## src/rtl/smc_pkg.sv

```systemverilog
package smc_pkg;
  localparam int WAIT_W = 4;
  localparam int DATA_W = 32;
  localparam int LANES  = DATA_W / 8;

  typedef struct packed {
    logic [1:0]        width;
    logic              wp;
    logic              burst;
    logic [WAIT_W-1:0] turn;
    logic [WAIT_W-1:0] seqw;
    logic [WAIT_W-1:0] wrw;
    logic [WAIT_W-1:0] rdw;
  } bank_cfg_t;

  localparam int CFG_W = $bits(bank_cfg_t);

  typedef enum logic [1:0] {S_IDLE, S_TURN, S_ACC, S_RESP} smc_state_t;

  function automatic logic [2:0] width_step(input logic [1:0] width);
    case (width)
      2'd0:    return 3'd1;
      2'd1:    return 3'd2;
      default: return 3'd4;
    endcase
  endfunction

  function automatic logic [DATA_W-1:0] align_read(input logic [1:0] width,
                                                   input logic [1:0] lane,
                                                   input logic [DATA_W-1:0] din);
    case (width)
      2'd0:    return {24'h0, din[7:0]} << {lane, 3'b000};
      2'd1:    return {16'h0, din[15:0]} << {lane[1], 4'b0000};
      default: return din;
    endcase
  endfunction
endpackage

```

## src/rtl/smc_cfg_mux.sv

```systemverilog
module smc_cfg_mux
  import smc_pkg::*;
#(
  parameter int SEL_W = 2,
  localparam int NBANK = 1 << SEL_W
) (
  input  logic [NBANK*CFG_W-1:0] cfg_flat,
  input  logic [SEL_W-1:0]       sel,
  output bank_cfg_t              cfg
);
  bank_cfg_t arr [NBANK];

  for (genvar g = 0; g < NBANK; g++) begin : g_unpack
    assign arr[g] = cfg_flat[g*CFG_W +: CFG_W];
  end

  assign cfg = arr[sel];
endmodule

```

## src/rtl/smc_lane_steer.sv

```systemverilog
module smc_lane_steer
  import smc_pkg::*;
(
  input  logic [1:0]        width,
  input  logic [1:0]        lane,
  input  logic [LANES-1:0]  be,
  input  logic [DATA_W-1:0] wdata,
  output logic [LANES-1:0]  bls,
  output logic [DATA_W-1:0] dout
);
  always_comb begin
    case (width)
      2'd0: begin
        bls  = {3'b000, be[lane]};
        dout = {24'h0, wdata[{lane, 3'b000} +: 8]};
      end
      2'd1: begin
        bls  = {2'b00, be[{lane[1], 1'b0} +: 2]};
        dout = {16'h0, wdata[{lane[1], 4'b0000} +: 16]};
      end
      default: begin
        bls  = be;
        dout = wdata;
      end
    endcase
  end
endmodule

```

## src/rtl/smc_seq_track.sv

```systemverilog
module smc_seq_track
  import smc_pkg::*;
#(
  parameter int SEL_W  = 2,
  parameter int ADDR_W = 24
) (
  input  logic              clk,
  input  logic              rst,
  input  logic              upd,
  input  logic [SEL_W-1:0]  req_bank,
  input  logic [ADDR_W-1:0] req_addr,
  input  logic              req_we,
  input  logic [1:0]        width,
  input  logic              burst,
  output logic              need_turn,
  output logic              is_seq,
  output logic [SEL_W-1:0]  last_bank
);
  logic              last_v;
  logic              last_rd;
  logic [ADDR_W-1:0] last_addr;
  logic [ADDR_W-1:0] next_addr;

  assign next_addr = last_addr + ADDR_W'(width_step(width));

  always_ff @(posedge clk) begin
    if (rst) begin
      last_v    <= 1'b0;
      last_rd   <= 1'b0;
      last_bank <= '0;
      last_addr <= '0;
    end else if (upd) begin
      last_v    <= 1'b1;
      last_rd   <= !req_we;
      last_bank <= req_bank;
      last_addr <= req_addr;
    end
  end

  assign need_turn = last_v && ((req_bank != last_bank) || (last_rd && req_we));
  assign is_seq    = last_v && last_rd && !req_we && burst && (req_bank == last_bank)
                  && (req_addr == next_addr)
                  && (req_addr[ADDR_W-1:4] == last_addr[ADDR_W-1:4]);
endmodule

```

## src/rtl/smc_bank_ctrl.sv

```systemverilog
module smc_bank_ctrl
  import smc_pkg::*;
#(
  parameter int BANK_BITS = 2,
  parameter int EXT_AW    = 24,
  localparam int NBANK    = 1 << BANK_BITS,
  localparam int REQ_AW   = EXT_AW + BANK_BITS
) (
  input  logic                   clk,
  input  logic                   rst,
  input  logic [NBANK*CFG_W-1:0] cfg_i,
  input  logic                   req_valid,
  output logic                   req_ready,
  input  logic                   req_we,
  input  logic [REQ_AW-1:0]      req_addr,
  input  logic [DATA_W-1:0]      req_wdata,
  input  logic [LANES-1:0]       req_be,
  output logic                   rsp_valid,
  output logic                   rsp_err,
  output logic [DATA_W-1:0]      rsp_rdata,
  output logic [NBANK-1:0]       mem_cs_n,
  output logic                   mem_oe_n,
  output logic                   mem_we_n,
  output logic [LANES-1:0]       mem_bls_n,
  output logic [EXT_AW-1:0]      mem_addr,
  output logic [DATA_W-1:0]      mem_dout,
  output logic                   mem_doe,
  input  logic [DATA_W-1:0]      mem_din
);
  logic [BANK_BITS-1:0] req_bank;
  logic [BANK_BITS-1:0] last_bank;
  bank_cfg_t            sel_cfg;
  bank_cfg_t            prev_cfg;
  logic                 need_turn;
  logic                 is_seq;
  logic [LANES-1:0]     st_bls;
  logic [DATA_W-1:0]    st_dout;

  smc_state_t           state;
  logic [WAIT_W-1:0]    cnt;
  logic [WAIT_W-1:0]    acc_wait;
  logic [WAIT_W-1:0]    wait_now;
  logic [BANK_BITS-1:0] lat_bank;
  logic                 lat_we;
  logic [1:0]           lat_width;
  logic [1:0]           lat_lane;
  logic [LANES-1:0]     lat_bls;

  logic                 accept;
  logic                 prot;
  logic                 from_idle;
  logic [BANK_BITS-1:0] on_bank;
  logic                 on_we;
  logic [LANES-1:0]     on_bls;
  logic [NBANK-1:0]     on_cs_n;

  assign req_bank = req_addr[REQ_AW-1:EXT_AW];

  smc_cfg_mux #(.SEL_W(BANK_BITS)) u_cfg_req (
    .cfg_flat(cfg_i), .sel(req_bank), .cfg(sel_cfg)
  );

  smc_cfg_mux #(.SEL_W(BANK_BITS)) u_cfg_prev (
    .cfg_flat(cfg_i), .sel(last_bank), .cfg(prev_cfg)
  );

  smc_lane_steer u_steer (
    .width(sel_cfg.width), .lane(req_addr[1:0]), .be(req_be),
    .wdata(req_wdata), .bls(st_bls), .dout(st_dout)
  );

  assign accept = (state == S_IDLE) && req_valid;
  assign prot   = req_we && sel_cfg.wp;

  smc_seq_track #(.SEL_W(BANK_BITS), .ADDR_W(EXT_AW)) u_track (
    .clk(clk), .rst(rst), .upd(accept && !prot),
    .req_bank(req_bank), .req_addr(req_addr[EXT_AW-1:0]), .req_we(req_we),
    .width(sel_cfg.width), .burst(sel_cfg.burst),
    .need_turn(need_turn), .is_seq(is_seq), .last_bank(last_bank)
  );

  assign wait_now  = req_we ? sel_cfg.wrw : (is_seq ? sel_cfg.seqw : sel_cfg.rdw);
  assign from_idle = (state == S_IDLE);
  assign on_bank   = from_idle ? req_bank : lat_bank;
  assign on_we     = from_idle ? req_we : lat_we;
  assign on_bls    = from_idle ? st_bls : lat_bls;
  assign on_cs_n   = ~(NBANK'(1) << on_bank);

  always_ff @(posedge clk) begin
    if (rst) begin
      state     <= S_IDLE;
      req_ready <= 1'b1;
      rsp_valid <= 1'b0;
      rsp_err   <= 1'b0;
      rsp_rdata <= '0;
      mem_cs_n  <= '1;
      mem_oe_n  <= 1'b1;
      mem_we_n  <= 1'b1;
      mem_bls_n <= '1;
      mem_doe   <= 1'b0;
      mem_addr  <= '0;
      mem_dout  <= '0;
      cnt       <= '0;
      acc_wait  <= '0;
      lat_bank  <= '0;
      lat_we    <= 1'b0;
      lat_width <= '0;
      lat_lane  <= '0;
      lat_bls   <= '0;
    end else begin
      case (state)
        S_IDLE: if (accept) begin
          req_ready <= 1'b0;
          mem_addr  <= req_addr[EXT_AW-1:0];
          mem_dout  <= st_dout;
          lat_bank  <= req_bank;
          lat_we    <= req_we;
          lat_width <= sel_cfg.width;
          lat_lane  <= req_addr[1:0];
          lat_bls   <= st_bls;
          acc_wait  <= wait_now;
          if (prot) begin
            state     <= S_RESP;
            rsp_valid <= 1'b1;
            rsp_err   <= 1'b1;
          end else if (need_turn && (prev_cfg.turn != '0)) begin
            state <= S_TURN;
            cnt   <= prev_cfg.turn - 1'b1;
          end else begin
            state     <= S_ACC;
            cnt       <= wait_now;
            mem_cs_n  <= on_cs_n;
            mem_oe_n  <= on_we;
            mem_we_n  <= !on_we;
            mem_bls_n <= on_we ? ~on_bls : '1;
            mem_doe   <= on_we;
          end
        end
        S_TURN: begin
          if (cnt == '0) begin
            state     <= S_ACC;
            cnt       <= acc_wait;
            mem_cs_n  <= on_cs_n;
            mem_oe_n  <= on_we;
            mem_we_n  <= !on_we;
            mem_bls_n <= on_we ? ~on_bls : '1;
            mem_doe   <= on_we;
          end else begin
            cnt <= cnt - 1'b1;
          end
        end
        S_ACC: begin
          if (cnt == '0) begin
            state     <= S_RESP;
            mem_cs_n  <= '1;
            mem_oe_n  <= 1'b1;
            mem_we_n  <= 1'b1;
            mem_bls_n <= '1;
            mem_doe   <= 1'b0;
            rsp_valid <= 1'b1;
            rsp_err   <= 1'b0;
            if (!lat_we) rsp_rdata <= align_read(lat_width, lat_lane, mem_din);
          end else begin
            cnt <= cnt - 1'b1;
          end
        end
        default: begin
          state     <= S_IDLE;
          rsp_valid <= 1'b0;
          rsp_err   <= 1'b0;
          req_ready <= 1'b1;
        end
      endcase
    end
  end

  // at most one region selected at a time
  p_cs_onehot_r2: assert property (@(posedge clk) disable iff (rst)
    $onehot0(~mem_cs_n));

  // read and write strobes never overlap
  p_oe_we_excl_r3: assert property (@(posedge clk) disable iff (rst)
    !(!mem_oe_n && !mem_we_n));

  // write enable never reaches a protected region
  p_no_prot_write_r5: assert property (@(posedge clk) disable iff (rst)
    !mem_we_n |-> !prev_cfg.wp);

  // response is a single-cycle pulse
  p_rsp_pulse_r13: assert property (@(posedge clk) disable iff (rst)
    rsp_valid |=> !rsp_valid);

  // no new request taken while the external bus is in use
  p_busy_r13: assert property (@(posedge clk) disable iff (rst)
    (mem_cs_n != '1) |-> !req_ready);

  // data is driven only while write enable is low
  p_doe_we_r4: assert property (@(posedge clk) disable iff (rst)
    mem_doe |-> !mem_we_n);
endmodule

```

## config.mk

```make
export PLATFORM = sky130hd
export DESIGN_NAME = smc_bank_ctrl
export DESIGN_NICKNAME = d
export VERILOG_FILES = /design/src/rtl/smc_pkg.sv /design/src/rtl/smc_cfg_mux.sv /design/src/rtl/smc_lane_steer.sv /design/src/rtl/smc_seq_track.sv /design/src/rtl/smc_bank_ctrl.sv
export SDC_FILE = /design/constraint.sdc
export NUM_CORES = 1
export LEC_CHECK = 0
export BUFFER_PORTS_ARGS = -buffer_cell sky130_fd_sc_hd__clkbuf_2
export CORE_MARGIN = 2
export CORE_UTILIZATION = 40
export CTS_BUF_LIST = sky130_fd_sc_hd__clkbuf_8
export CTS_CLUSTER_SIZE = 16
export DETAILED_ROUTE_END_ITERATION = 10
export PLACE_DENSITY = 0.69
export SLEW_MARGIN = 30
export SYNTH_ARGS = -nofsm -noshare
export SYNTH_HDL_FRONTEND = slang
export SYNTH_HIERARCHICAL = 1
export SYNTH_SLANG_ARGS = --single-unit
```

## constraint.sdc

```tcl
create_clock -name clk -period 4.03 [get_ports clk]
set_clock_uncertainty 0.15 [all_clocks]
set_input_delay 0.806 -clock clk [delete_from_list [all_inputs] [get_ports clk]]
set_output_delay 0.806 -clock clk [all_outputs]
set_load 0.02 [all_outputs]
```

* After elaboration in Yosys (flattened, before gate mapping) *
Index checks and enable logic that the tools add are counted.

word-level totals
  input port bits = 178
  output and inout bits = 102
  register bits after elaboration = 151
  logic and storage cells = 147

cells by class
  multiplexer cells = 60
  eq/ne operators = 15
  add/sub/neg operators = 3
  bitwise gates (word level) = 7
  shifts and indexed selects = 6
  reduce and logical (&&, ||, !) cells = 30
  $lt $le $gt $ge = 3

operator list
  operator                                                                count
  32-bit case mux with 2 select lines                                     2
  20-bit binary-select mux with 2-bit select                              2
  4-bit 2-to-1 mux                                                        18
  20-bit 2-to-1 mux                                                       2
  4-bit case mux with 3 select lines                                      3
  16-bit 2-to-1 mux                                                       2
  32-bit by 6-bit indexed part select with 16-bit output                  1
  32-bit by 6-bit indexed part select with 8-bit output                   1
  16-bit by 5-bit << shifter with 32-bit output                           1
  8-bit by 5-bit << shifter with 32-bit output                            1
  24-bit by 3-bit adder with 24-bit output                                1
  24-bit equality test                                                    1
  20-bit equality test                                                    1
  1-bit 2-to-1 mux                                                        15
  1-bit case mux with 3 select lines                                      5
  2-bit inequality test (second input constant)                           7
  1-bit logical AND                                                       12
  2-bit 2-to-1 mux                                                        6
  4-bit inverter                                                          2
  4-bit case mux with 2 select lines                                      1
  4-bit AND reduction                                                     2
  4-bit by 1-bit subtractor with 4-bit output (second input constant)     2
  2-bit by 1-bit equality test with 1-bit output (second input constant)  3
  3-bit greater-or-equal comparator (second input constant)               2
  other kinds (22)                                                        31

* Depth between registers and ports, before layout *
  depth after elaboration = 16
  depth in mapped cells = 15
  mapped depth without buffers = 14

* Hierarchy *
Netlist, hierarchy kept.

by module, submodules not included
  module          area each (µm²)  cells each  times used  sequential area each (µm²)
  smc_bank_ctrl   5163.7           660         1           2422.3
  smc_seq_track   1531.5           163         1           560.5
  smc_cfg_mux     483.0            24          2           0.0
  smc_lane_steer  510.5            75          1           0.0

* Least setup slack after synthesis *
Ideal clock, no wire load.

  path kind = input-to-reg
  start = in req_addr[24]
  end = reg cnt[1]
  data arrival time = 3.879 ns
  cell stages on the path = 15
  slack = -0.130 ns
  path through = buf_6 mux4_2 nor2_1 ha_1 fa_1 xor2_1 nor2_1 nand4_1 nor4_2 o211a_1 mux2_2 mux2i_1 mux2i_1 o22ai_1 o31ai_1

RTL lines
  what                    line                  RTL
  start: declaration      smc_bank_ctrl.sv:15   input logic [REQ_AW-1:0] req_addr,
  end signal: assignment  smc_bank_ctrl.sv:128  cnt <= prev_cfg.turn - 1'b1;
  end signal: assignment  smc_bank_ctrl.sv:131  cnt <= wait_now;
  end signal: assignment  smc_bank_ctrl.sv:142  cnt <= acc_wait;
  end: declaration        smc_bank_ctrl.sv:40   logic [WAIT_W-1:0] cnt;

==> out/qor.yml <==
placement:
  dp_cells: 1414
  dp_hpwl_mm: 18.0
  gp_congestion: 0.895
  numPortBuffers: 279
critical_path:
  endpoint_kind: "flip-flop"
  cp_max_fo: 4
  regToRegStartpoint: "u_track/last_bank[0]"
  critPathLaunchType: "input pin"
  worstSetupPathType: "in2reg"
  crit_end: "cnt[1]"
  cp.required_ns: 4.21
  r2r_setup_slack_ns: 0.65
  setup.worst_path.start: "req_addr[24]"
  r2r_cells: 9
  rr_endpoint: "mem_bls_n[2]"
  critical_path_arrival_ns: 3.98
layout:
  syn_to_final_growth_pct: 26.7
  drive_above_1_share_pct: 32.0
  final_nets: 1363
  instances_no_fill: 1447
sta:
  finalHoldViolCount: 0
  finalSetupViolCount: 0
  worstMarginPinSlew_ns: 0.777
  slew_headroom_pct: 48.2
  drv_slew: 0
  worst_hold_slack_ns: 0.307
  fmax_ghz: 0.263
  fin_crit_ns: 3.80
  period_share_pct: 94.2
  rsz0062_at_grt: "false"
cts:
  cts_tree: "done"
  cts_root_buf: "clkbuf_8"
  cts.path.max_buffers: 2
  cts_setup_buffers: 0
  post_cts_resized: 0
  clk_pin_slew_ns: 0.09
  htree_num_levels: 4
  clock_latency_ns: 0.45
  clkSinkCount: 149
  numCtsBuffers: 17
  holdBufCountCts: 0
grt:
  grt_pass1_wl_mm: 37.7
  grt_pass1_vias: 7259
  overflow: 0
  grt_max_degree: 102
  antenna_found_initial: 1
  grtUsageTotal_pct: 23.6
detailed_routing:
  wl_per_cell_um: 16.6
  drtIter0Drc: 415
  first_pass_iters: 4
  ant_nets: 0
  viasPerCell: 5.21
  drcViolationCount: 0
  vias: 7533
  drt-total-wl_mm: 24.0
synth:
  avgSynthCellArea_um2: 8.34
  syn-num-nets: 1114
  synth_area_um2: 7700
  syn_inst: 924
  yosys_warnings: 6
power_and_ir_drop:
  ir_drop_mv: 0.260
  p_sw_share_pct: 42.4
  comb_power_share_pct: 43.0
  netSwitchingPower_mw: 2.39
  finalPower_mw: 5.64
  cell_internal_pwr_mw: 3.25
  p_per_area_nw_per_um2: 578
  pwr-share-clk_pct: 22.0
  p_leak_nw: 4.20
  seqPwrFrac_pct: 35.0
die:
  dieArea_um2: 20400
  rows: 50
  initial_core_util_pct: 40.9
  coreArea_um2: 18800
  io-pin-count: 280
  die_h_um: 143
  die_w_um: 143
hold_path:
  hold_class: "reg2reg"
run_status:
  outcome: "completed"
job:
  drv_cap: 0
[through the flow]
step           setup WS [ns]  cell area (µm²)  setup TNS, ns  utilization, %
2_1_floorplan       0.000687             7730              0               -
5_1_grt               0.0194             9770              0            51.9
3_5_place_dp          -0.359             9330          -1.57            49.5
6_report               0.232             9770              0            51.9
3_3_place_gp          -0.239             9330         -0.999            49.5
4_1_cts                0.126             9750              0            51.8
[flip-flops by register name (all words and copies together) (netlist names), 24 cells and up]
name               flops
u_track/last_addr     24
rsp_rdata             32
mem_addr              24
mem_dout              32
[layer usage]
layer  vias up  global-route usage (%)  routed length [µm]
met5         -                       0                   0
li1       3741                       -                   -
met1      3482                    29.2               10200
met2       274                    40.3               11600
met3        36                    5.30                1590
met4         0                    8.70                 606
[worst min-delay path by stage]
| stage | from | to | cells past startpoint |
|---|---|---|---|
| 2_1_floorplan | lat_bls[0] | lat_bls[0] | 2 |
| 3_3_place_gp | mem_doe | mem_doe | 1 |
| 5_1_grt | mem_dout[28] | mem_dout[28] | 2 |
| 3_5_place_dp | rsp_rdata[1] | rsp_rdata[1] | 2 |
| 6_report | lat_width[1] | lat_width[1] | 2 |
| 4_1_cts | lat_bls[1] | lat_bls[1] | 2 |
[cells in the final DEF, fill, tap and decap left out, drive strengths merged, types with 3 or more instances in the layout]
cell    count
ha         11
a32oi       8
mux4       20
a221o       9
nand3      13
a22o        6
mux2i      45
mux2        7
nor4        3
nor2       79
or3b        3
xnor2      11
nor2b       6
inv        25
a31oi       7
nand2     194
o21ai      13
nand4       4
xor2       20
dfxtp     149
a21oi     114
nand2b      5
nor3       28
o211a       3
and2       21
o211ai      3
a211oi     30
clkbuf    294
buf        23
[power groups by stage]
stage / sequential [mW] / clock (mW) / combinational, mW
2_1_floorplan: 2.21 / 0 / 1.52
3_3_place_gp: 2.00 / 0 / 2.40
3_5_place_dp: 2.01 / 0 / 2.43
4_1_cts: 1.97 / 1.27 / 2.44
5_1_grt: 2.02 / 1.33 / 2.70
6_report: 1.98 / 1.24 / 2.43
[cell type report]
type	instances	area, µm²
Fill cell	1876	9060
Multi-Input combinational cell	689	4390
Sequential cell	149	2980
Timing Repair Buffer	300	1580
Tap cell	260	325
Clock buffer	17	234
Clock inverter	15	186
Inverter	16	60.1
Antenna cell	1	2.50
[worst max-delay path: stages]
cell	delay, ns
buf_2	0.17
mux4_2	0.54
nor2_1	0.14
ha_2	0.21
fa_2	0.23
xor2_1	0.20
xnor2_1	0.14
nand4_1	0.13
nor4_2	0.27
o211a_1	0.29
mux2_4	0.33
mux2i_4	0.15
mux2i_1	0.10
o22ai_1	0.17
o31ai_1	0.08
Note: power is estimated with default switching activity, not from simulation.
